--- src/rtl/remap_pkg.sv ---
package remap_pkg;

    typedef enum logic {
        MAP_OFF = 1'b0,
        MAP_ON  = 1'b1
    } map_state_e;

    typedef struct packed {
        logic vec;
        logic ram;
        logic boot;
    } map_bits_t;

    localparam logic [1:0] REG_CTRL = 2'd0;
    localparam logic [1:0] REG_KEY  = 2'd1;
    localparam logic [1:0] REG_STAT = 2'd2;

endpackage

--- src/rtl/remap_regs.sv ---
module remap_regs
    import remap_pkg::*;
#(
    parameter int          DATA_W = 8,
    parameter logic [7:0]  KEY    = 8'hD5
) (
    input  logic              clk,
    input  logic              rst_n,
    input  logic              reg_wr,
    input  logic [1:0]        reg_addr,
    input  logic [DATA_W-1:0] reg_wdata,
    input  map_bits_t         active,
    output map_bits_t         pending,
    output logic              ctrl_wr,
    output logic              key_hit,
    output logic              key_miss,
    output logic [DATA_W-1:0] reg_rdata
);

    localparam int PAD_W = DATA_W - 3;

    logic key_wr;

    assign ctrl_wr  = reg_wr && (reg_addr == REG_CTRL);
    assign key_wr   = reg_wr && (reg_addr == REG_KEY);
    assign key_hit  = key_wr && (reg_wdata[7:0] == KEY);
    assign key_miss = key_wr && (reg_wdata[7:0] != KEY);

    always_ff @(posedge clk or negedge rst_n) begin
        if (!rst_n) begin
            pending <= '0;
        end else if (ctrl_wr) begin
            pending.boot <= reg_wdata[0];
            pending.ram  <= reg_wdata[1];
            pending.vec  <= reg_wdata[2];
        end
    end

    always_comb begin
        unique case (reg_addr)
            REG_CTRL: reg_rdata = {{PAD_W{1'b0}}, pending.vec, pending.ram, pending.boot};
            REG_STAT: reg_rdata = {{PAD_W{1'b0}}, active.boot, active.vec, active.ram};
            default:  reg_rdata = '0;
        endcase
    end

endmodule

--- src/rtl/remap_fsm.sv ---
module remap_fsm
    import remap_pkg::*;
(
    input  logic      clk,
    input  logic      rst_n,
    input  logic      ctrl_wr,
    input  logic      key_hit,
    input  logic      key_miss,
    input  map_bits_t pending,
    output map_bits_t active
);

    map_state_e state_q, state_d;
    logic       ram_q, vec_q;

    always_comb begin
        state_d = state_q;
        unique case (state_q)
            MAP_OFF: if (key_hit && pending.boot)  state_d = MAP_ON;
            MAP_ON:  if (key_hit && !pending.boot) state_d = MAP_OFF;
            default: state_d = MAP_OFF;
        endcase
    end

    always_ff @(posedge clk or negedge rst_n) begin
        if (!rst_n) begin
            state_q <= MAP_OFF;
            ram_q   <= 1'b0;
            vec_q   <= 1'b0;
        end else begin
            state_q <= state_d;
            if (key_hit) begin
                ram_q <= pending.ram;
                vec_q <= pending.vec;
            end
        end
    end

    always_comb begin
        active.boot = (state_q == MAP_ON);
        active.ram  = ram_q;
        active.vec  = vec_q;
    end

    a_r3_commit_copies: assert property (@(posedge clk) disable iff (!rst_n)
        key_hit |=> (active == $past(pending)));

    a_r4_miss_holds: assert property (@(posedge clk) disable iff (!rst_n)
        key_miss |=> (active == $past(active)));

    a_r2_ctrl_no_effect: assert property (@(posedge clk) disable iff (!rst_n)
        ctrl_wr |=> (active == $past(active)));

endmodule

--- src/rtl/remap_window.sv ---
module remap_window #(
    parameter int          ADDR_W = 16,
    parameter int unsigned BASE   = 32'h1000,
    parameter int unsigned SPAN   = 2048,
    parameter int          OFF_W  = $clog2(SPAN)
) (
    input  logic              en,
    input  logic [ADDR_W-1:0] addr,
    output logic              sel,
    output logic [OFF_W-1:0]  off
);

    localparam logic [ADDR_W-1:0] BASE_A = ADDR_W'(BASE);
    localparam logic [ADDR_W-1:0] SPAN_A = ADDR_W'(SPAN);

    logic [ADDR_W-1:0] delta;
    logic              hit;

    assign delta = addr - BASE_A;
    assign hit   = (addr >= BASE_A) && (delta < SPAN_A);

    always_comb begin
        sel = en && hit;
        off = sel ? delta[OFF_W-1:0] : '0;
    end

endmodule

--- src/rtl/remap_ctrl.sv ---
module remap_ctrl
    import remap_pkg::*;
#(
    parameter int          ADDR_W = 16,
    parameter int          DATA_W = 8,
    parameter int unsigned WIN_BASE = 32'h1000,
    parameter int unsigned WIN_SPAN = 2048,
    parameter logic [7:0]  KEY      = 8'hD5,
    localparam int         OFF_W    = $clog2(WIN_SPAN)
) (
    input  logic              clk,
    input  logic              rst_n,
    input  logic              reg_wr,
    input  logic [1:0]        reg_addr,
    input  logic [DATA_W-1:0] reg_wdata,
    output logic [DATA_W-1:0] reg_rdata,
    input  logic [ADDR_W-1:0] code_addr,
    input  logic [ADDR_W-1:0] data_addr,
    output logic              code_rom_sel,
    output logic [OFF_W-1:0]  code_rom_off,
    output logic              data_rom_sel,
    output logic [OFF_W-1:0]  data_rom_off,
    output logic              map_ram,
    output logic              map_vec,
    output logic              map_boot
);

    localparam int NSPACE = 2;

    map_bits_t pending, active;
    logic      ctrl_wr, key_hit, key_miss;

    logic [ADDR_W-1:0] sp_addr [NSPACE];
    logic              sp_sel  [NSPACE];
    logic [OFF_W-1:0]  sp_off  [NSPACE];

    remap_regs #(.DATA_W(DATA_W), .KEY(KEY)) u_regs (
        .clk       (clk),
        .rst_n     (rst_n),
        .reg_wr    (reg_wr),
        .reg_addr  (reg_addr),
        .reg_wdata (reg_wdata),
        .active    (active),
        .pending   (pending),
        .ctrl_wr   (ctrl_wr),
        .key_hit   (key_hit),
        .key_miss  (key_miss),
        .reg_rdata (reg_rdata)
    );

    remap_fsm u_fsm (
        .clk      (clk),
        .rst_n    (rst_n),
        .ctrl_wr  (ctrl_wr),
        .key_hit  (key_hit),
        .key_miss (key_miss),
        .pending  (pending),
        .active   (active)
    );

    assign sp_addr[0] = code_addr;
    assign sp_addr[1] = data_addr;

    for (genvar g = 0; g < NSPACE; g++) begin : g_space
        remap_window #(
            .ADDR_W (ADDR_W),
            .BASE   (WIN_BASE),
            .SPAN   (WIN_SPAN),
            .OFF_W  (OFF_W)
        ) u_win (
            .en   (active.boot),
            .addr (sp_addr[g]),
            .sel  (sp_sel[g]),
            .off  (sp_off[g])
        );
    end

    assign code_rom_sel = sp_sel[0];
    assign code_rom_off = sp_off[0];
    assign data_rom_sel = sp_sel[1];
    assign data_rom_off = sp_off[1];

    assign map_ram  = active.ram;
    assign map_vec  = active.vec;
    assign map_boot = active.boot;

    a_r7_closed_no_sel: assert property (@(posedge clk) disable iff (!rst_n)
        !map_boot |-> (!code_rom_sel && !data_rom_sel));

    a_r5_code_sel_needs_commit: assert property (@(posedge clk) disable iff (!rst_n)
        $rose(code_rom_sel) && $stable(code_addr) |-> $past(key_hit));

endmodule

--- config.mk ---
export PLATFORM = sky130hd
export DESIGN_NAME = remap_ctrl
export DESIGN_NICKNAME = d
export VERILOG_FILES = /design/src/rtl/remap_pkg.sv /design/src/rtl/remap_regs.sv /design/src/rtl/remap_fsm.sv /design/src/rtl/remap_window.sv /design/src/rtl/remap_ctrl.sv
export SDC_FILE = /design/constraint.sdc
export NUM_CORES = 1
export LEC_CHECK = 0
export ABC_CLOCK_PERIOD_IN_PS = 1100
export BUFFER_PORTS_ARGS = -buffer_cell sky130_fd_sc_hd__buf_2
export CAP_MARGIN = 5
export CORE_MARGIN = 2
export CORE_UTILIZATION = 26
export CTS_CLUSTER_DIAMETER = 100
export DETAILED_ROUTE_END_ITERATION = 12
export GPL_TIMING_DRIVEN = 0
export PLACE_DENSITY_LB_ADDON = 0.08
export SLEW_MARGIN = 15
export SYNTH_ARGS = -nofsm -noshare
export SYNTH_HDL_FRONTEND = slang
export SYNTH_SLANG_ARGS = --single-unit
--- constraint.sdc ---
create_clock -name clk -period 1.1 [get_ports clk]
set_input_delay 0.165 -clock clk [delete_from_list [all_inputs] [get_ports clk]]
set_output_delay 0.165 -clock clk [all_outputs]
set_load 0.05 [all_outputs]
Word level (Yosys, flattened, before mapping)
Cells that the tools add are included.
{"block": "word_totals", "register_bits": 6, "in_bits": 45, "output_inout_bits": 35, "elab_cells": 33}
{"block": "op_classes", "n_addsub": 2, "order_cmp": 4, "eq_ne": 3, "muxes": 6, "bitwise": 1, "n_reduce_logical": 11}
{"op": "$ge 16x13->1 const B", "count": 2}
{"op": "$lt 16x12->1 const B", "count": 2}
{"op": "$sub 16x13->16 const B", "count": 2}
{"op": "$mux 11", "count": 2}
{"op": "$logic_and 1x1->1", "count": 9}
{"op": "$eq 8x8->1 const B", "count": 1}
{"op": "$pmux 3 s2", "count": 1}
{"op": "$eq 2x1->1 const B", "count": 1}
{"op": "$eq 2x2->1 const B", "count": 1}
{"op": "$logic_not 2->1", "count": 1}
{"op": "$mux 1", "count": 2}
{"op": "$pmux 1 s2", "count": 1}
{"op": "$logic_not 1->1", "count": 1}
{"op": "$not 1->1", "count": 1}

Logic depth before layout (Yosys ltp)
{"block": "logic_depth", "depth_word": 6, "depth_mapped": 4, "mapped_depth_nobuf": 3}

Modules after synthesis
A second synthesis with hierarchy kept.
{"block": "hier_totals", "hier_cells": 88, "area_unflattened_um2": 718.2}
{"module": "remap_window", "n_inst": 2, "cells_per_inst": 27, "area_per_inst_um2": 161.4, "seq_area_each_um2": 0.0}
{"module": "remap_regs", "n_inst": 1, "cells_per_inst": 25, "area_per_inst_um2": 264.0, "seq_area_each_um2": 75.1}
{"module": "remap_fsm", "n_inst": 1, "cells_per_inst": 9, "area_per_inst_um2": 131.4, "seq_area_each_um2": 75.1}

Least setup slack after synthesis
No wires, ideal clock.
{"block": "synth_path", "path_kind": "register to output", "startpoint": "reg with a tool-made name", "endpoint": "out data_rom_off[1]", "arrival_time_ns": 1.807, "t_required_ns": 0.935, "path_slack_ns": -0.872, "stages_incl_launch_ff": 5, "n_path_buf": 1, "cell_sequence": "dfrtp_1 -> nand4bb_1 -> nor3_1 -> buf_2 -> and2_1"}
{"item": "end, declared", "line_no": "remap_ctrl.sv:22", "text": "output logic [OFF_W-1:0] data_rom_off,"}

==> metrics <==
die width between 50 and 60 um; CP Cell Sequence nand4bb_1 -> nor3_2 -> buf_6 -> and2_4 -> buf_8; Final Slew Violations 0; #FFs+latches synth 6; setup ws final -0.464 ns; Max-Cap Viols 0; fin nets 196; Syn-to-layout area delta 177%; Crit path largest cell delay approximately 0.39 ns; power density cells 532 nW/um2; count of different cell masters after synthesis 16; critical path type reg -> out; Syn Inst Count between 50 and 60; CTS Buf Count 3; Routed Antenna Nets 0; commonest cells after routing, fill and taps aside 41 x buf_2, 28 x buf_8, 22 x and2_4; Req. time, crit path roughly 0.94 ns; endpoints failing hold 0; Sink Count 6; status finished with violations; final setup vio count 32; DR pass1 iterations 2; RSZ-0062 raised after global routing yes; slowest stage cell on the critical path dfrtp_2; Die Y 50.4 um; synth warn 0; total core area 2000 um2; commonest non-fill, non-tap cell in the layout buf_2; antenna violations before repair 0; total number of vias 760; Tmin final around 1.6 ns; Post-Route Utilization 77.5%; CTS HTree Levels 1; VDD IR-drop max 872 uV; Seq/Total Area, Yosys a little over a quarter; hold slack 0.159 ns; layout cells sized above 1 approximately nine tenths; antenna cell count 0; Detail Placement HPWL 1.55 mm; pre-CTS setup slack -0.350 ns; routed length per instance 12.7 um; crit path capture type output pin; Root Buffer clkbuf_4; failing checks negative setup slack; GP Congestion roughly 0.74; die area around 2500 um2; GRT Overall Usage between 10% and 20%; Detailed Route WL ~2.3 mm; Final Skew between 0.01 and 0.015 ns; GRT overflow 0; Worst Hold Class in -> reg; vias in the first global route between 700 and 800; FMAX 639 MHz; total leakage power ~0.78 nW; PortBufs 73; Final period util 142%; Vias/cell between 4 and 5; Worst-path clk slew approximately 0.050 ns; clk_lat worst skew approximately 0.25 ns; # DRC 0; Max Buffers Root-to-Sink 2; first-pass GRT wire length 3.33 mm; Rows 16; Starting Density 27.9%; Worst Setup Start Kind flip-flop; WP data arrival roughly 1.4 ns; DR iter-0 viols 1; largest net degree at the start of global routing 11; Critical Path Fanout Max 10; Setup TNS -10.93 ns; Ports 80; Syn Area/Cell slightly below 10 um2; CTS tree built; post-synthesis cell area 559 um2
==> layout make-up <==
cell class                 instances  area [um2]
timing repair buffer              84         759
fill                             136         450
sequential                         6         154
tap                               27        33.8
buffer                             8        75.1
clock buffer                       4        26.3
multi-input combinational         48         503
==> routing by layer <==
layer / up-vias / global-route usage (%) / share of wire (%)
li1: 368 / - / -
met1: 333 / 16.3 / 33
met2: 51 / 33.8 / 53
met3: 8 / 5.95 / 11
met4: 0 / 6.31 / 2.4
met5: - / 0 / 0
==> power breakdown <==
group          internal (W)  switching [W]
Combinational      0.000171       0.000160
Sequential         0.000244      0.0000288
Clock              0.000138      0.0000830
Total              0.000553       0.000272
==> critical path, delay by kind of cell (launching register included) <==
family | cells | cell delay [ns]
buffers and inverters | 2 | 0.31
flip-flops | 1 | 0.39
AND/OR/NAND/NOR | 3 | 0.46
==> timing repair <==
action                                 4_1_cts  5_1_grt
gates resized for setup                     83       18
pin swaps                                    6        3
buffers inserted                             8        2
setup endpoints to repair                   28       32
hold buffers                                 1        0
endpoints found under the hold margin        6        0
==> cells by family after synthesis <==
kind of cell	after synthesis	synth area share, %
buffers and inverters	8	10.5
DFF	6	26.8
other	1	0.670
and+or+nand+nor	34	44.5
muxes	9	17.4
==> synth_stat cells <==
master / n / area share, %
nor4_4: 1 / 3.8
and2_1: 22 / 25
mux2i_1: 3 / 5.4
nor3_1: 2 / 1.8
nand4b_4: 1 / 4.3
buf_6: 1 / 2.0
nor2_1: 3 / 2.0
mux2_2: 6 / 12
nor3b_1: 1 / 1.3
conb_1: 1 / 0.67
buf_4: 5 / 6.7
nand4b_1: 1 / 1.6
dfrtp_1: 6 / 27
buf_2: 2 / 1.8
nand2b_1: 1 / 1.1
nand4bb_1: 2 / 4.0
==> stage by stage <==
| step | cell area, um2 | cells | power [W] |
|---|---|---|---|
| 6_report | 1550 | 177 | 0.000825 |
| 5_1_grt | 1550 | 177 | 0.000873 |
| 4_1_cts | 1470 | 175 | 0.000813 |
| 3_5_place_dp | 1100 | 162 | 0.000536 |
| 3_3_place_gp | 1100 | 162 | 0.000531 |
| 2_1_floorplan | 697 | 62 | 0.000426 |
==> path summary, 6_finish.rpt <==
kind                                               startpoint                       endpoint  slack [ns]  depth (start not counted)
worst max-delay path                                flip-flop                code_rom_off[3]       -0.46                          5
worst min-delay path                             reg_wdata[1]  u_regs.pending[1]$_DFFE_PN0P_        0.16                          2
worst max register to register                      flip-flop                      flip-flop        0.17                          2
worst min register to register  u_regs.pending[0]$_DFFE_PN0P_                      flip-flop        0.60                          1
max in group asynchronous                               rst_n     asynchronous set/reset pin        0.67                          2
min in group asynchronous                               rst_n  u_regs.pending[1]$_DFFE_PN0P_        0.26                          2
Note: power is estimated with default switching activity, not from simulation.
